===== config.mk =====
export PLATFORM = sky130hd
export DESIGN_NAME = dsiVidTiming
export DESIGN_NICKNAME = d
export VERILOG_FILES = /design/src/rtl/dsiVtPkg.sv /design/src/rtl/dsiPktCtrl.sv /design/src/rtl/dsiTimingDp.sv /design/src/rtl/dsiVidTiming.sv
export SDC_FILE = /design/constraint.sdc
export NUM_CORES = 1
export LEC_CHECK = 0
export BUFFER_PORTS_ARGS = -buffer_cell sky130_fd_sc_hd__clkbuf_2
export CAP_MARGIN = 20
export CORE_ASPECT_RATIO = 2
export CORE_MARGIN = 2
export CORE_UTILIZATION = 50
export CTS_BUF_LIST = sky130_fd_sc_hd__clkbuf_8
export DETAILED_ROUTE_END_ITERATION = 12
export PLACE_DENSITY = 0.71
export SYNTH_ARGS = -nofsm -noshare
export SYNTH_HDL_FRONTEND = slang
export SYNTH_SLANG_ARGS = --single-unit

===== constraint.sdc =====
create_clock -name clk -period 2.1 [get_ports clk]
set_input_delay 0.42 -clock clk [delete_from_list [all_inputs] [get_ports clk]]
set_output_delay 0.42 -clock clk [all_outputs]
set_load 0.1 [all_outputs]

===== src/rtl/dsiVtPkg.sv =====
package dsiVtPkg;
  localparam int WC_W = 16;

  localparam logic [5:0] DT_VSYNC_ON  = 6'h01;
  localparam logic [5:0] DT_VSYNC_OFF = 6'h11;
  localparam logic [5:0] DT_HSYNC_ON  = 6'h21;
  localparam logic [5:0] DT_HSYNC_OFF = 6'h31;
  localparam logic [5:0] DT_BLANK     = 6'h19;
  localparam logic [5:0] DT_RGB24     = 6'h3E;

  typedef struct packed {
    logic hsOn;
    logic vsOn;
    logic vsOff;
    logic blankEcc;
    logic deStart;
  } vtStrobe_t;

  typedef enum logic [1:0] {PS_IDLE, PS_HDR, PS_PAY, PS_CRC} parseState_t;
endpackage


===== src/rtl/dsiPktCtrl.sv =====
module dsiPktCtrl
  import dsiVtPkg::*;
#(
  parameter int DE_DELAY = 6
) (
  input  logic        clk,
  input  logic        rstN,
  input  logic [7:0]  byteIn,
  input  logic        byteValid,
  input  logic        pktStart,
  input  logic        burstMode,
  output vtStrobe_t   stb
);
  localparam int CNT_W = $clog2(DE_DELAY + 1);
  localparam logic [CNT_W-1:0] DLY_LAST = CNT_W'(DE_DELAY - 1);
  localparam logic [CNT_W-1:0] DLY_SAT  = CNT_W'(DE_DELAY);

  parseState_t       state;
  logic [5:0]        dataType;
  logic [1:0]        hdrIdx;
  logic [7:0]        wcLo;
  logic [7:0]        wcHi;
  logic [WC_W-1:0]   remain;
  logic [CNT_W-1:0]  payCnt;
  logic              isRgb;
  logic              crcSecond;

  logic accept;
  logic hdrEcc;
  logic isLong;
  logic payByte;

  assign accept  = byteValid && !pktStart;
  assign hdrEcc  = accept && (state == PS_HDR) && (hdrIdx == 2'd3);
  assign isLong  = (dataType[3:0] == 4'h9) || (dataType[3:0] == 4'hE);
  assign payByte = accept && (state == PS_PAY);

  always_comb begin
    stb          = '0;
    stb.hsOn     = hdrEcc && (dataType == DT_HSYNC_ON);
    stb.vsOn     = hdrEcc && (dataType == DT_VSYNC_ON);
    stb.vsOff    = hdrEcc && (dataType == DT_VSYNC_OFF);
    stb.blankEcc = hdrEcc && (dataType == DT_BLANK);
    stb.deStart  = payByte && isRgb &&
                   (burstMode ? (payCnt == '0) : (payCnt == DLY_LAST));
  end

  always_ff @(posedge clk or negedge rstN) begin
    if (!rstN) begin
      state     <= PS_IDLE;
      dataType  <= '0;
      hdrIdx    <= '0;
      wcLo      <= '0;
      wcHi      <= '0;
      remain    <= '0;
      payCnt    <= '0;
      isRgb     <= 1'b0;
      crcSecond <= 1'b0;
    end else if (byteValid && pktStart) begin
      state    <= PS_HDR;
      dataType <= byteIn[5:0];
      hdrIdx   <= 2'd1;
    end else if (byteValid) begin
      unique case (state)
        PS_HDR: begin
          hdrIdx <= hdrIdx + 2'd1;
          if (hdrIdx == 2'd1) wcLo <= byteIn;
          if (hdrIdx == 2'd2) wcHi <= byteIn;
          if (hdrIdx == 2'd3) begin
            if (isLong) begin
              remain    <= {wcHi, wcLo};
              payCnt    <= '0;
              isRgb     <= (dataType == DT_RGB24);
              crcSecond <= 1'b0;
              state     <= ({wcHi, wcLo} == '0) ? PS_CRC : PS_PAY;
            end else begin
              state <= PS_IDLE;
            end
          end
        end
        PS_PAY: begin
          if (payCnt != DLY_SAT) payCnt <= payCnt + 1'b1;
          remain <= remain - 1'b1;
          if (remain == WC_W'(1)) begin
            state     <= PS_CRC;
            crcSecond <= 1'b0;
          end
        end
        PS_CRC: begin
          if (crcSecond) state <= PS_IDLE;
          else           crcSecond <= 1'b1;
        end
        default: ;
      endcase
    end
  end
endmodule


===== src/rtl/dsiTimingDp.sv =====
module dsiTimingDp
  import dsiVtPkg::*;
#(
  parameter int HSW_W = 8,
  parameter int DIV_W = 4
) (
  input  logic             clk,
  input  logic             rstN,
  input  vtStrobe_t        stb,
  input  logic [HSW_W-1:0] hsWidth,
  input  logic [DIV_W-1:0] pixDiv,
  output logic             hsync,
  output logic             vsync,
  output logic             de,
  output logic             pixEn
);
  logic [DIV_W-1:0] divCnt;
  logic [DIV_W-1:0] divLimit;
  logic             divWrap;
  logic [HSW_W-1:0] hsLeft;

  assign divLimit = (pixDiv == '0) ? '0 : pixDiv - DIV_W'(1);
  assign divWrap  = (divCnt >= divLimit);

  always_ff @(posedge clk or negedge rstN) begin
    if (!rstN) begin
      divCnt <= '0;
      pixEn  <= 1'b0;
    end else begin
      divCnt <= divWrap ? '0 : divCnt + 1'b1;
      pixEn  <= divWrap;
    end
  end

  always_ff @(posedge clk or negedge rstN) begin
    if (!rstN) begin
      hsync  <= 1'b0;
      hsLeft <= '0;
    end else if (stb.hsOn) begin
      hsync  <= 1'b1;
      hsLeft <= (hsWidth == '0) ? HSW_W'(1) : hsWidth;
    end else if (hsync && pixEn) begin
      if (hsLeft <= HSW_W'(1)) hsync <= 1'b0;
      else                     hsLeft <= hsLeft - 1'b1;
    end
  end

  always_ff @(posedge clk or negedge rstN) begin
    if (!rstN)          vsync <= 1'b0;
    else if (stb.vsOn)  vsync <= 1'b1;
    else if (stb.vsOff) vsync <= 1'b0;
  end

  always_ff @(posedge clk or negedge rstN) begin
    if (!rstN)             de <= 1'b0;
    else if (stb.blankEcc) de <= 1'b0;
    else if (stb.deStart)  de <= 1'b1;
  end
endmodule


===== src/rtl/dsiVidTiming.sv =====
module dsiVidTiming
  import dsiVtPkg::*;
#(
  parameter int HSW_W    = 8,
  parameter int DIV_W    = 4,
  parameter int DE_DELAY = 6
) (
  input  logic             clk,
  input  logic             rstN,
  input  logic [7:0]       byteIn,
  input  logic             byteValid,
  input  logic             pktStart,
  input  logic             burstMode,
  input  logic [HSW_W-1:0] hsWidth,
  input  logic [DIV_W-1:0] pixDiv,
  output logic             hsync,
  output logic             vsync,
  output logic             de,
  output logic             pixEn
);
  vtStrobe_t stb;

  dsiPktCtrl #(.DE_DELAY(DE_DELAY)) u_ctrl (
    .clk(clk), .rstN(rstN), .byteIn(byteIn), .byteValid(byteValid),
    .pktStart(pktStart), .burstMode(burstMode), .stb(stb)
  );

  dsiTimingDp #(.HSW_W(HSW_W), .DIV_W(DIV_W)) u_dp (
    .clk(clk), .rstN(rstN), .stb(stb), .hsWidth(hsWidth), .pixDiv(pixDiv),
    .hsync(hsync), .vsync(vsync), .de(de), .pixEn(pixEn)
  );
endmodule


**Word-level counts from Yosys, hierarchy flattened**

Index checks and enable logic that the tools add are counted.

- Bits in registers: 63
- Bits in latches: 0
- RAM bits: 0
- Memory bits (read-only): 0
- Output and inout port bits: 4
- Logic and storage cells: 121
- Memories: 0

- $add $sub $neg: 6
- $mul: 0
- Div/mod/pow operators: 0
- Order comparisons: 2
- Eq/ne operators: 24
- Shift-type cells: 0
- Multiplexer cells: 36
- Bitwise logic cells: 1
- Reductions and logical operators: 37

Operators by type and width:

| operator | count |
|---|---|
| $mux W16 | 2 |
| $mux W8 | 4 |
| $pmux W16 S2 | 1 |
| $mux W2 | 9 |
| $eq A16 B1 Y1 const B | 1 |
| $logic_not A16 Y1 | 1 |
| $sub A16 B1 Y16 const B | 1 |
| $reduce_and A5 Y1 | 3 |
| $reduce_bool A2 Y1 | 7 |
| $eq A6 B5 Y1 const B | 2 |
| $eq A6 B6 Y1 const B | 2 |
| $logic_and A1 B1 Y1 | 12 |
| $mux W1 | 12 |
| $reduce_and A6 Y1 | 2 |
| $mux W3 | 3 |
| $ne A3 B3 Y1 const B | 3 |
| $eq A2 B2 Y1 const B | 4 |
| $eq A4 B4 Y1 const B | 2 |
| $le A8 B1 Y1 const B | 1 |
| $logic_not A8 Y1 | 1 |
| $mux W4 | 2 |
| $ne A2 B2 Y1 const B | 4 |
| $reduce_and A4 Y1 | 2 |
| $sub A8 B1 Y8 const B | 1 |
| other kinds (21) | 24 |

**Longest topological paths before layout**

Gate-level depths: netlist of the first run.

- Depth after elaboration: 7
- Mapped depth: 10
- Depth with buffers taken out: 8

**Hierarchy**

A second synthesis of the first run with hierarchy kept.

- Cells, all modules: 352
- Area, all modules: 3590.9 sq um

By module, submodules not included:

| module | instances | cells each | area an instance (sq um) |
|---|---|---|---|
| dsiPktCtrl | 1 | 259 | 2645.0 |
| dsiTimingDp | 1 | 93 | 945.9 |

**Least setup slack after synthesis of the first run**

No wires, ideal clock.

- Kind: register to register
- Start: reg u_ctrl.state[1]
- End: reg u_dp.hsLeft[1]
- Setup time: 125 ps
- Arrival time: 2021 ps
- Data required time: 1975 ps
- Slack: -46 ps
- Stages on the path, launching flop included: 9
- Path buffers: 2
- Period minus slack after synthesis: 2146 ps
- Path through: dfrtp_1 inv_1 ha_1 and3b_1 buf_4 nand3_4 or4b_4 buf_6 mux2_4

- Word-level cells in the longest chain between the ends: 6
- Elaborated cells between the ends (all ways): 8
- Classes of those cells: 2 x eq/ne; 1 x mux; 5 x reduce/logical

RTL lines:

| element | RTL line | text |
|---|---|---|
| start, declared | dsiPktCtrl.sv:18 | `parseState_t state;` |
| start signal, assigned | dsiPktCtrl.sv:75 | `state <= ({wcHi, wcLo} == '0) ? PS_CRC : PS_PAY;` |
| $eq A2 B1 Y1 (*) | dsiPktCtrl.sv:34 | `assign hdrEcc = accept && (state == PS_HDR) && (hdrIdx == 2'd3);` |
| $logic_and A1 B1 Y1 (*) (2 in series) | dsiPktCtrl.sv:34 |  |
| $logic_and A1 B1 Y1 (*) | dsiPktCtrl.sv:40 | `stb.hsOn = hdrEcc && (dataType == DT_HSYNC_ON);` |
| $ne A2 B2 Y1 (no source line) / $reduce_bool A2 Y1 (equally long branches) | -- |  |
| $reduce_and A2 Y1 (no source line) | -- |  |
| end signal, assigned | dsiTimingDp.sv:41 | `hsLeft <= (hsWidth == '0) ? HSW_W'(1) : hsWidth;` |
| end signal, assigned | dsiTimingDp.sv:44 | `else hsLeft <= hsLeft - 1'b1;` |
| end, declared | dsiTimingDp.sv:20 | `logic [HSW_W-1:0] hsLeft;` |

Every way passes the cells marked *; elsewhere a longest branch is shown, timed or not.
A chain may end at the register's enable or synchronous reset.

**Worst setup path in the final report of the first run**

Ends and elaborated chain as after synthesis.

==> impl_metrics.tcl, run 1 <==
set metrics [dict create \
    post_synth.cell_area_avg_um2 9.86 \
    synth_nets 415 \
    max_cap_viol_count 0 \
    grt_first_pass_wirelength_mm 13.6 \
    num-fill-cells 617 \
    p_leak_nw 1.85 \
    wl_per_cell_um 16.5 \
    path_class "flop to flop" \
    clk-insertion-delay-late_ns 0.35 \
    power.density_cell_area_nw_per_um2 1210 \
    number_of_enable_flip_flop_cells_after_synthesis 0 \
    dp.final_hpwl_mm 5.93 \
    cts_root_buf "clkbuf_8" \
    crit_path_start_kind "flop" \
    run_status "finished, final reports clean" \
    area_growth_syn_to_layout_pct 16.8 \
    synth.top_cell.area_share_pct 43.2 \
    yosys_register_bits 63 \
    synth_top_cells_by_count "dfrtp_1, nor2_1, mux2_2" \
    power_switching_share_pct 37.9 \
    minimum_period_implied_by_the_final_worst_setup_slack_ns 2.01 \
    vdd.ir_drop.worst_mv 0.881 \
    power.sequential.fraction_pct 42.0 \
    worst-path-buf-inv 1 \
    top_level_ports 29 \
    portBuffers 28 \
    p_total_mw 5.15 \
    dominantRegCellSynth "dfrtp_1" \
    cts_inserted_buffers 9 \
    power.clock.fraction_pct 22.1 \
    end_kind "flop" \
    relSlewSlack_pct 57.7 \
    postRouteAntennaNets 0 \
    clock_skew_ns 0.00941 \
    setup-tns-final_ns 0 \
    worst_pin_slew_ns 0.629 \
    slew_viol_final 0 \
    share_comb_of_total_power_pct 35.9 \
    core_um2 7160 \
    tcrit_tclk_final_pct 95.9 \
    via_count 3019 \
    crit_path_launch "u_ctrl.state[1]" \
    worstPathCellList "inv_2, ha_4, and3b_2, nand3_4, or4b_4, mux2_4" \
    crit_cells 6 \
    gp_congestion 0.874 \
    cp.required_ns 2.34 \
    fp.dieW_um 64.4 \
    cpLargestDelayFamily "simple AND/OR/NAND/NOR gates" \
    critPathMaxFanout 8 \
    final_layout_size_suffix_gt1_share_pct 25.4 \
    die_height_um 125 \
    synth.yosys.warnings 0 \
    reg2regPathDepth 6 \
    netlist-cell-type-count 59 \
    post-synth-top-area-cell "dfrtp_1" \
    viasPerCell 5.88 \
    std_cell_rows 44 \
    clkTransAtPathRegs_ns 0.07 \
    finalHoldViolations 0 \
    capture_point_of_the_worst_path "u_dp.hsLeft[1]" \
    initial_antenna_violation_count 0 \
    clock_sinks 63 \
    syn_inst 370 \
    start_util_pct 51.0 \
    r2r_start "u_ctrl.state[1]" \
    grt_setup_unrepaired "true" \
    total_switching_power_mw 1.95 \
    grt_total_ovfl 0 \
    route.detailed.drc 0 \
    placedCellCount 493 \
    placedInstanceArea_um2 3990 \
    cts_tree "yes" \
    arrival_ns 2.26 \
    fin_cells 513 \
    num_antenna_cells 0 \
    synth.area.top_cells "dfrtp_1, mux2_2, ha_1, nor2_1, a21oi_1" \
    asyncSetResetFlopFracSynth_pct 100 \
    synth.most_common_cell "dfrtp_1" \
    finish.instance_area_um2 4260 \
    die_area_um2 8040 \
    holdCritPathClass "input port to asynchronous set/reset pin" \
    max-clock-path-buffers 2 \
    cts-hold-fix-buffers 0 \
    mappedNetlistArea_um2 3650 \
    final_net_count 461 \
    highest_achievable_clock_rate_mhz 497 \
    seq_area_frac_synth_pct 43.2 \
    grt_usage_pct 21.8 \
    setup_violations 0 \
    critical-path-slowest-cell "or4b_4" \
    regToRegSetupSlack_ns 0.09 \
    via_count_of_the_first_global_routing_pass 2983 \
    starting_drc_count_in_detailed_routing 163 \
    routed_wirelength_mm 8.46 \
    grt_max_degree 64 \
    critical_path.reg2reg.endpoint "u_dp.hsLeft[1]" \
    clock_tree.htree_level_count 3 \
    critical-path-max-stage-delay_ns 0.60 \
    cell_internal_pwr_mw 3.20 \
    dr.pass1.iters 4 \
]
area by class of cell:
class | instances | area [um2] | share of cell area [%]
sequential | 63 | 1580 | 37.0
timing repair buffer | 49 | 323 | 7.57
tap | 92 | 115 | 2.70
inverter | 24 | 90.1 | 2.11
clock inverter | 7 | 88.8 | 2.08
clock buffer | 9 | 124 | 2.91
multi-input combinational | 269 | 1950 | 45.6
metal layers:
metal / GRT usage (%) / up-vias / part of all wire, %
li1: - / 1458 / -
met1: 26.6 / 1480 / 42
met2: 35.4 / 64 / 51
met3: 4.88 / 17 / 4.2
met4: 11.0 / 0 / 2.8
met5: 0 / - / 0
power groups by stage:
stage               registers [mW]  clock network [mW]  logic, mW
floorplan                     2.07                   0       1.29
detailed placement            2.15                   0       1.80
finish                        2.16                1.14       1.85
CTS                           2.13                1.16       1.81
global route                  2.23                1.20       2.08
global placement              2.12                   0       1.72
kinds of logic after synthesis:
family	synth area share [%]
and+or+nand+nor	18.7
AOI/OAI and AO/OA	15.9
DFF	43.2
buffers and inverters	4.73
muxes	9.19
adders and majority gates	6.86
xor gates and xnor gates	1.44
worst min path at each step:
stage	endpoint	slack [ns]	start	cells past startpoint
floorplan	u_ctrl.crcSecond	0.12	rstN	0
global placement	u_ctrl.payCnt[1]	0.46	rstN	2
detailed placement	u_ctrl.isRgb	0.46	rstN	2
CTS	u_ctrl.wcLo[6]	0.09	rstN	2
global route	u_ctrl.wcLo[6]	0.11	rstN	2
finish	u_dp.de	0.07	rstN	2
cells in the final DEF (no fill, tap or decap), types with 12 or more instances in the layout:
cell,count
dfrtp_1,63
mux2_2,24
inv_1,23
a21oi_1,19
clkbuf_2,28
nand3_1,14
nor4_1,12
o21ai_0,13
nor3_1,12
ha_1,18
nor2_1,34
buf_4,19
nand2_1,22
flip-flops by register name, indices dropped and copies added, names as in the netlist:
signal / flops
u_dp.de: 1
u_ctrl.state: 2
u_dp.pixEn: 1
u_dp.hsync: 1
u_dp.hsLeft: 8
u_ctrl.wcHi: 8
u_ctrl.dataType: 6
u_ctrl.wcLo: 8
u_ctrl.remain: 16
u_ctrl.isRgb: 1
u_ctrl.hdrIdx: 2
u_ctrl.crcSecond: 1
u_dp.divCnt: 4
u_dp.vsync: 1
u_ctrl.payCnt: 3
what timing repair did:
action	in CTS	in global routing
resized for setup	0	7
setup endpoints to repair	0	8
buffers inserted	0	3
through the flow:
stage | hold WS, ns | utilization [%] | setup WS, ns
floorplan | 0.124 | - | 0.0326
global placement | 0.460 | 55.8 | 0.0611
detailed placement | 0.463 | 55.8 | 0.0251
CTS | 0.0926 | 58.8 | 0.0146
global route | 0.111 | 59.6 | -0.0313
finish | 0.0718 | 59.6 | 0.0869
Power figures use the tool's default switching activity.
==> run 2: changes to the inputs <==
--- a/config.mk
+++ b/config.mk
@@ -13,6 +13,8 @@
 export CTS_BUF_LIST = sky130_fd_sc_hd__clkbuf_8
 export DETAILED_ROUTE_END_ITERATION = 12
 export PLACE_DENSITY = 0.71
+export RECOVER_POWER = 100
 export SYNTH_ARGS = -nofsm -noshare
 export SYNTH_HDL_FRONTEND = slang
+export SYNTH_HIERARCHICAL = 1
 export SYNTH_SLANG_ARGS = --single-unit
==> run 2 against run 1 <==
Net effect: clock skew shrank 0.0029 ns; worst hold slack improved by 0.22 ns; fmax is 10% lower; the flow now finishes with violations (capacitance limit, slew limit, setup timing); highest routed layer unchanged; synthesized area shrank 1.6%; clock-buffer cell count increased by 1; clock power rose by 11%; register-to-register slack got worse by 0.23 ns; critical path type unchanged; combinational power up 28%; flip-flop and latch count unchanged; sequential power is 6% lower; critical path depth fell by 2; die area fell by 1.5%; largest power group is now combinational logic.
==> impl_metrics.tcl, run 2 <==
set metrics [dict create \
    power.clock.fraction_pct 22.4 \
    run_status "finished, violations left" \
    minimum_period_implied_by_the_final_worst_setup_slack_ns 2.25 \
    std_cell_rows 43 \
    critPathMaxFanout 4 \
    wl_per_cell_um 17.9 \
    core_um2 6940 \
    synthMuxAreaShare_pct 10.5 \
    final_net_count 474 \
    vdd.ir_drop.worst_mv 0.907 \
    end_kind "flop" \
    num-fill-cells 572 \
    max_cap_viol_count 1 \
    holdCritPathClass "input port to flop" \
    netlist-cell-type-count 56 \
    synth-compound-area-share_pct 16.6 \
    num_antenna_cells 0 \
    synth_top_family_by_area "simple AND/OR/NAND/NOR gates" \
    path_class "flop to flop" \
    failed_checks "capacitance limit, slew limit, setup timing" \
    relSlewSlack_pct -5.80 \
    clock_tree.htree_level_count 3 \
    synth.top_cell.area_share_pct 43.9 \
    route.detailed.drc 0 \
    clkTransAtPathRegs_ns 0.07 \
    slew_viol_final 64 \
    fp.dieW_um 63.9 \
    finish.instance_area_um2 4480 \
    worstPathCellList "or4_4, o41a_1, or3_4, o311a_1" \
    tcrit_tclk_final_pct 107 \
    top_level_ports 29 \
    grt_setup_unrepaired "true" \
    placedInstanceArea_um2 4150 \
    asyncSetResetFlopFracSynth_pct 100 \
    multi_input_combinational_cell_area_um2 2000 \
    post_synth_fa_ha_maj_area_fraction_pct 6.97 \
    clock_sinks 63 \
    post_synth.cell_area_avg_um2 10.2 \
    via_count_of_the_first_global_routing_pass 3251 \
    clk-insertion-delay-late_ns 0.35 \
    synth_nets 397 \
    power_switching_share_pct 36.1 \
    cts-hold-fix-buffers 0 \
    share_comb_of_total_power_pct 42.0 \
    seq_area_frac_synth_pct 43.9 \
    crit_path_start_kind "flop" \
    power.sequential.fraction_pct 35.7 \
    final_core_utilization_pct 64.6 \
    number_of_enable_flip_flop_cells_after_synthesis 0 \
    start_util_pct 51.7 \
    cts_tree "yes" \
    synth_top_cells_by_count "dfrtp_1, mux2_2, a21oi_1" \
    synth.yosys.warnings 6 \
    via_count 3176 \
    viasPerCell 6.08 \
    final_layout_size_suffix_gt1_share_pct 33.1 \
    cp.required_ns 2.33 \
    postRouteAntennaNets 0 \
    cell_internal_pwr_mw 3.61 \
    highest_achievable_clock_rate_mhz 445 \
    die_height_um 124 \
    dp_slack_ns -0.160 \
    die_area_um2 7920 \
    dp.final_hpwl_mm 6.90 \
    placedCellCount 500 \
    grt_first_pass_wirelength_mm 15.0 \
    cts_inserted_buffers 9 \
    finalHoldViolations 0 \
    registers.top_by_ff_count "u_ctrl/remain" \
    sequential_cell_area_um2 1580 \
    p_leak_nw 1.96 \
    routed_wirelength_mm 9.35 \
    yosys_register_bits 63 \
    synth.area.top_cells "dfrtp_1, mux2_2, ha_1, o22ai_1, a21oi_1" \
    starting_drc_count_in_detailed_routing 142 \
    grt_usage_pct 25.3 \
    grt_max_degree 64 \
    final_common_cell "dfrtp_1" \
    worst_pin_slew_ns 1.59 \
    critical-path-max-stage-delay_ns 0.55 \
    clock_skew_ns 0.00656 \
    synth_xor_area_share_pct 1.46 \
    power.density_cell_area_nw_per_um2 1260 \
    area_growth_syn_to_layout_pct 24.8 \
    largest_reg_flops 16 \
    portBuffers 28 \
    max-clock-path-buffers 2 \
    post-synth-top-area-cell "dfrtp_1" \
    mappedNetlistArea_um2 3590 \
    fin_cells 522 \
    minimum_setup_slack_in_the_final_design_ns -0.146 \
    gp_congestion 0.899 \
    total_switching_power_mw 2.04 \
    initial_antenna_violation_count 0 \
    arrival_ns 2.47 \
    setup_violations 7 \
    synth.most_common_cell "dfrtp_1" \
    cts_root_buf "clkbuf_8" \
    syn_inst 352 \
    dominantRegCellSynth "dfrtp_1" \
    most_frequent_cells_in_the_layout "dfrtp_1, buf_4, mux2_2" \
    grt_total_ovfl 0 \
    yosys.area_share.simple_pct 17.8 \
    dr.pass1.iters 5 \
    critical-path-slowest-cell "or4_4" \
]
-- run 2: stage by stage --
| stage | setup TNS (ns) | hold slack (ns) | power (mW) |
|---|---|---|---|
| 6_report | -0.418 | 0.297 | 5.66 |
| 3_3_place_gp | -0.177 | 0.458 | 4.14 |
| 2_1_floorplan | -0.0567 | 0.124 | 3.33 |
| 3_5_place_dp | -0.370 | 0.470 | 4.24 |
| 5_1_grt | -2.04 | 0.286 | 6.04 |
| 4_1_cts | -0.266 | 0.0972 | 5.57 |
-- run 2: power groups by stage --
| stage | logic (mW) | registers, mW | clock network, mW |
|---|---|---|---|
| floorplan | 1.25 | 2.08 | 0 |
| global placement | 2.15 | 2.00 | 0 |
| detailed placement | 2.22 | 2.03 | 0 |
| CTS | 2.26 | 2.01 | 1.30 |
| global route | 2.62 | 2.07 | 1.35 |
| finish | 2.37 | 2.02 | 1.26 |
-- run 2: timing repair --
action,in CTS,in global routing
cloned,0,1
resized for setup,6,11
endpoints found under the setup margin,5,10
setup buffers,0,7
pin swaps,2,4
-- run 2: logic make-up after synthesis --
logic type	after synthesis
fa+ha+maj	20
flops	63
simple gates	110
mux	34
xor+xnor	6
compound gates	93
buf+inv	26
-- run 2: layer usage --
layer | track usage, % | up-vias | share of wire, %
li1 | - | 1501 | -
met1 | 23.5 | 1549 | 35
met2 | 47.8 | 90 | 57
met3 | 4.52 | 36 | 3.5
met4 | 18.5 | 0 | 4.9
met5 | 0 | - | 0
-- run 2: worst max-delay path: cells and delay by family, from the launching register on --
| family | cells | cell delay [ns] |
|---|---|---|
| and+or+nand+nor | 2 | 0.98 |
| AOI/OAI and AO/OA | 2 | 0.76 |
| DFF | 1 | 0.38 |
-- run 2: path summary, 6_finish.rpt --
path,end,slack [ns],cells past startpoint,from
worst max-delay path,u_ctrl/state[1],-0.15,4,u_ctrl/remain[14]
worst min-delay path,u_dp/hsLeft[6],0.30,2,hsWidth[6]
worst max register to register,u_ctrl/state[1],-0.15,4,u_ctrl/remain[14]
worst min register to register,u_dp/vsync,0.48,1,u_dp/vsync
max in group asynchronous,u_dp/divCnt[3],0.59,2,rstN
min in group asynchronous,u_ctrl/payCnt[0],0.57,2,rstN
-- run 2: cell type report --
| type | count | share of cell area [%] |
|---|---|---|
| multi-input combinational | 263 | 44.7 |
| sequential | 63 | 35.2 |
| timing repair buffer | 77 | 11.2 |
| clock buffer | 10 | 3.07 |
| tap | 90 | 2.51 |
| clock inverter | 4 | 2.12 |
| inverter | 15 | 1.26 |
==> run 3: changes to the inputs <==
--- a/config.mk
+++ b/config.mk
@@ -12,7 +12,7 @@
 export CORE_UTILIZATION = 50
 export CTS_BUF_LIST = sky130_fd_sc_hd__clkbuf_8
 export DETAILED_ROUTE_END_ITERATION = 12
-export PLACE_DENSITY = 0.71
+export PLACE_DENSITY = 0.68
 export RECOVER_POWER = 100
 export SYNTH_ARGS = -nofsm -noshare
 export SYNTH_HDL_FRONTEND = slang
==> constraint.sdc (replaced) <==
create_clock -name clk -period 2.1 [get_ports clk]
set_input_delay 0.42 -clock clk [delete_from_list [all_inputs] [get_ports clk]]
set_output_delay 0.42 -clock clk [all_outputs]
set_load 0.05 [all_outputs]
==> run 3 against run 2 <==
Net effect: the flow still finishes with violations (capacitance limit, slew limit, setup timing); combinational power fell by 5%; sequential share of layout area rose by 0.79 points; flip-flop and latch count did not move; wire length fell by 3.7%; worst hold slack improved by 0.0050 ns; die area did not move; worst setup slack got worse by 0.026 ns; global-route usage fell by 0.89 points; fmax fell by 1.1%; sequential power barely moved; critical path depth rose by 2; critical endpoint unchanged; largest power group unchanged.
==> impl_metrics.tcl, run 3 (synthesis gave the netlist of run 2 again) <==
set metrics [dict create \
    failed_checks "capacitance limit, slew limit, setup timing" \
    p_leak_nw 1.92 \
    run_status "finished, violations left" \
    cell_internal_pwr_mw 3.30 \
    portBuffers 28 \
    wl_per_cell_um 17.3 \
    share_comb_of_total_power_pct 42.8 \
    dr.pass1.iters 4 \
    cts_tree "yes" \
    hold-worst-slack_ns 0.302 \
    grt_first_pass_wirelength_mm 14.6 \
    arrival_ns 2.50 \
    vdd.ir_drop.worst_mv 0.852 \
    area_growth_syn_to_layout_pct 22.1 \
    final_core_utilization_pct 63.2 \
    top_level_ports 29 \
    holdCritPathClass "input port to flop" \
    clock_sinks 63 \
    setup_violations 3 \
    final_net_count 472 \
    most_frequent_cells_in_the_layout "dfrtp_1, buf_4, mux2_2" \
    final_common_cell "dfrtp_1" \
    max_cap_viol_count 1 \
    std_cell_rows 43 \
    power.sequential.fraction_pct 38.4 \
    finalHoldViolations 0 \
    grt_total_ovfl 0 \
    critPathMaxFanout 4 \
    postRouteAntennaNets 0 \
    gp_congestion 0.915 \
    dp_slack_ns -0.144 \
    start_util_pct 51.7 \
    power.density_cell_area_nw_per_um2 1200 \
    initial_antenna_violation_count 0 \
    cp.required_ns 2.32 \
    cts_root_buf "clkbuf_8" \
    regToRegSetupSlack_ns -0.17 \
    grt_max_degree 64 \
    relSlewSlack_pct -2.05 \
    max-clock-path-buffers 2 \
    fp.dieW_um 63.9 \
    num-fill-cells 584 \
    path_class "flop to flop" \
    routed_wirelength_mm 9.01 \
    die_area_um2 7920 \
    slew_viol_final 64 \
    clock_tree.htree_level_count 3 \
    power.clock.fraction_pct 18.8 \
    via_count 3167 \
    die_height_um 124 \
    clk-insertion-delay-late_ns 0.35 \
    clock_skew_ns 0.0105 \
    route.detailed.drc 0 \
    dp.final_hpwl_mm 6.58 \
    num_antenna_cells 0 \
    grt_setup_unrepaired "true" \
    minimum_setup_slack_in_the_final_design_ns -0.171 \
    final_layout_size_suffix_gt1_share_pct 31.6 \
    tcrit_tclk_final_pct 108 \
    worst_pin_slew_ns 1.53 \
    largest_reg_flops 16 \
    starting_drc_count_in_detailed_routing 158 \
    viasPerCell 6.08 \
    registers.top_by_ff_count "u_ctrl/remain" \
    total_switching_power_mw 1.97 \
    end_kind "flop" \
    grt_usage_pct 24.4 \
    cts_inserted_buffers 9 \
    minimum_period_implied_by_the_final_worst_setup_slack_ns 2.27 \
    highest_achievable_clock_rate_mhz 440 \
    clkTransAtPathRegs_ns 0.07 \
    core_um2 6940 \
    crit_path_start_kind "flop" \
    via_count_of_the_first_global_routing_pass 3064 \
    power_switching_share_pct 37.4 \
]
-- run 3: cell types whose count changed in the layout (fill, tap and decap cells not counted), moves of 2 or more --
cell / change
buf_4: -2
clkbuf_1: +3
buf_2: -2
or4_4: +2
ha_1: +2
inv_1: +2
bufinv_16: -2
-- run 3: layout make-up --
type | instances | area (um2) | share of cell area (%)
multi-input cells | 263 | 1980 | 45.2
flip-flops and latches | 63 | 1580 | 36.0
repair buffers | 75 | 478 | 10.9
clock buffers | 9 | 124 | 2.83
well taps | 90 | 113 | 2.57
inverters | 15 | 56.3 | 1.28
clock inverters | 6 | 55.1 | 1.26
-- run 3: stage by stage --
stage,cell area [um2],total power [mW],instances,TNS [ns]
finish,4380,5.28,521,-0.319
global route,4380,5.62,521,-1.52
CTS,4320,5.20,513,-0.204
detailed placement,4120,4.17,497,-0.280
global placement,4120,4.10,497,-0.180
floorplan,3600,3.29,352,-0.0567
-- run 3: power by group through the flow --
stage / clock network (mW) / logic (mW) / registers, mW
after floorplan: 0 / 1.25 / 2.04
after global placement: 0 / 2.09 / 2.01
after detailed placement: 0 / 2.14 / 2.03
after CTS: 1.01 / 2.17 / 2.01
after global routing: 1.07 / 2.48 / 2.07
final: 0.990 / 2.26 / 2.03
-- run 3: critical path, stage by stage, from the launching register on --
cell and delay (ns):
dfrtp_1 0.39, inv_2 0.06, ha_1 0.13, or4b_4 0.45, o41a_1 0.39, or3_4 0.42, o311a_1 0.30
-- run 3: timing repair --
action	4_1_cts	5_1_grt
hold buffers	0	0
endpoints found under the hold margin	0	0
setup buffers	1	8
endpoints found under the setup margin	5	12
resized for setup	3	11
pin swaps	3	2
-- run 3: worst paths after layout --
check	startpoint	end	depth (start not counted)
max	u_ctrl/remain[1]	u_ctrl/state[1]	6
max in group asynchronous	rstN	u_ctrl/wcLo[0]	2
max reg2reg	u_ctrl/remain[1]	u_ctrl/state[1]	6
min	hsWidth[4]	u_dp/hsLeft[4]	3
min in group asynchronous	rstN	u_ctrl/remain[12]	2
min reg2reg	u_dp/vsync	u_dp/vsync	1
-- run 3: metal layers --
metal,vias to the layer above,share of wire [%],global-route usage (%)
met5,-,0,0
met4,0,2.4,10.3
met3,19,4.2,4.79
met2,103,58,47.4
met1,1555,35,24.5
li1,1490,-,-
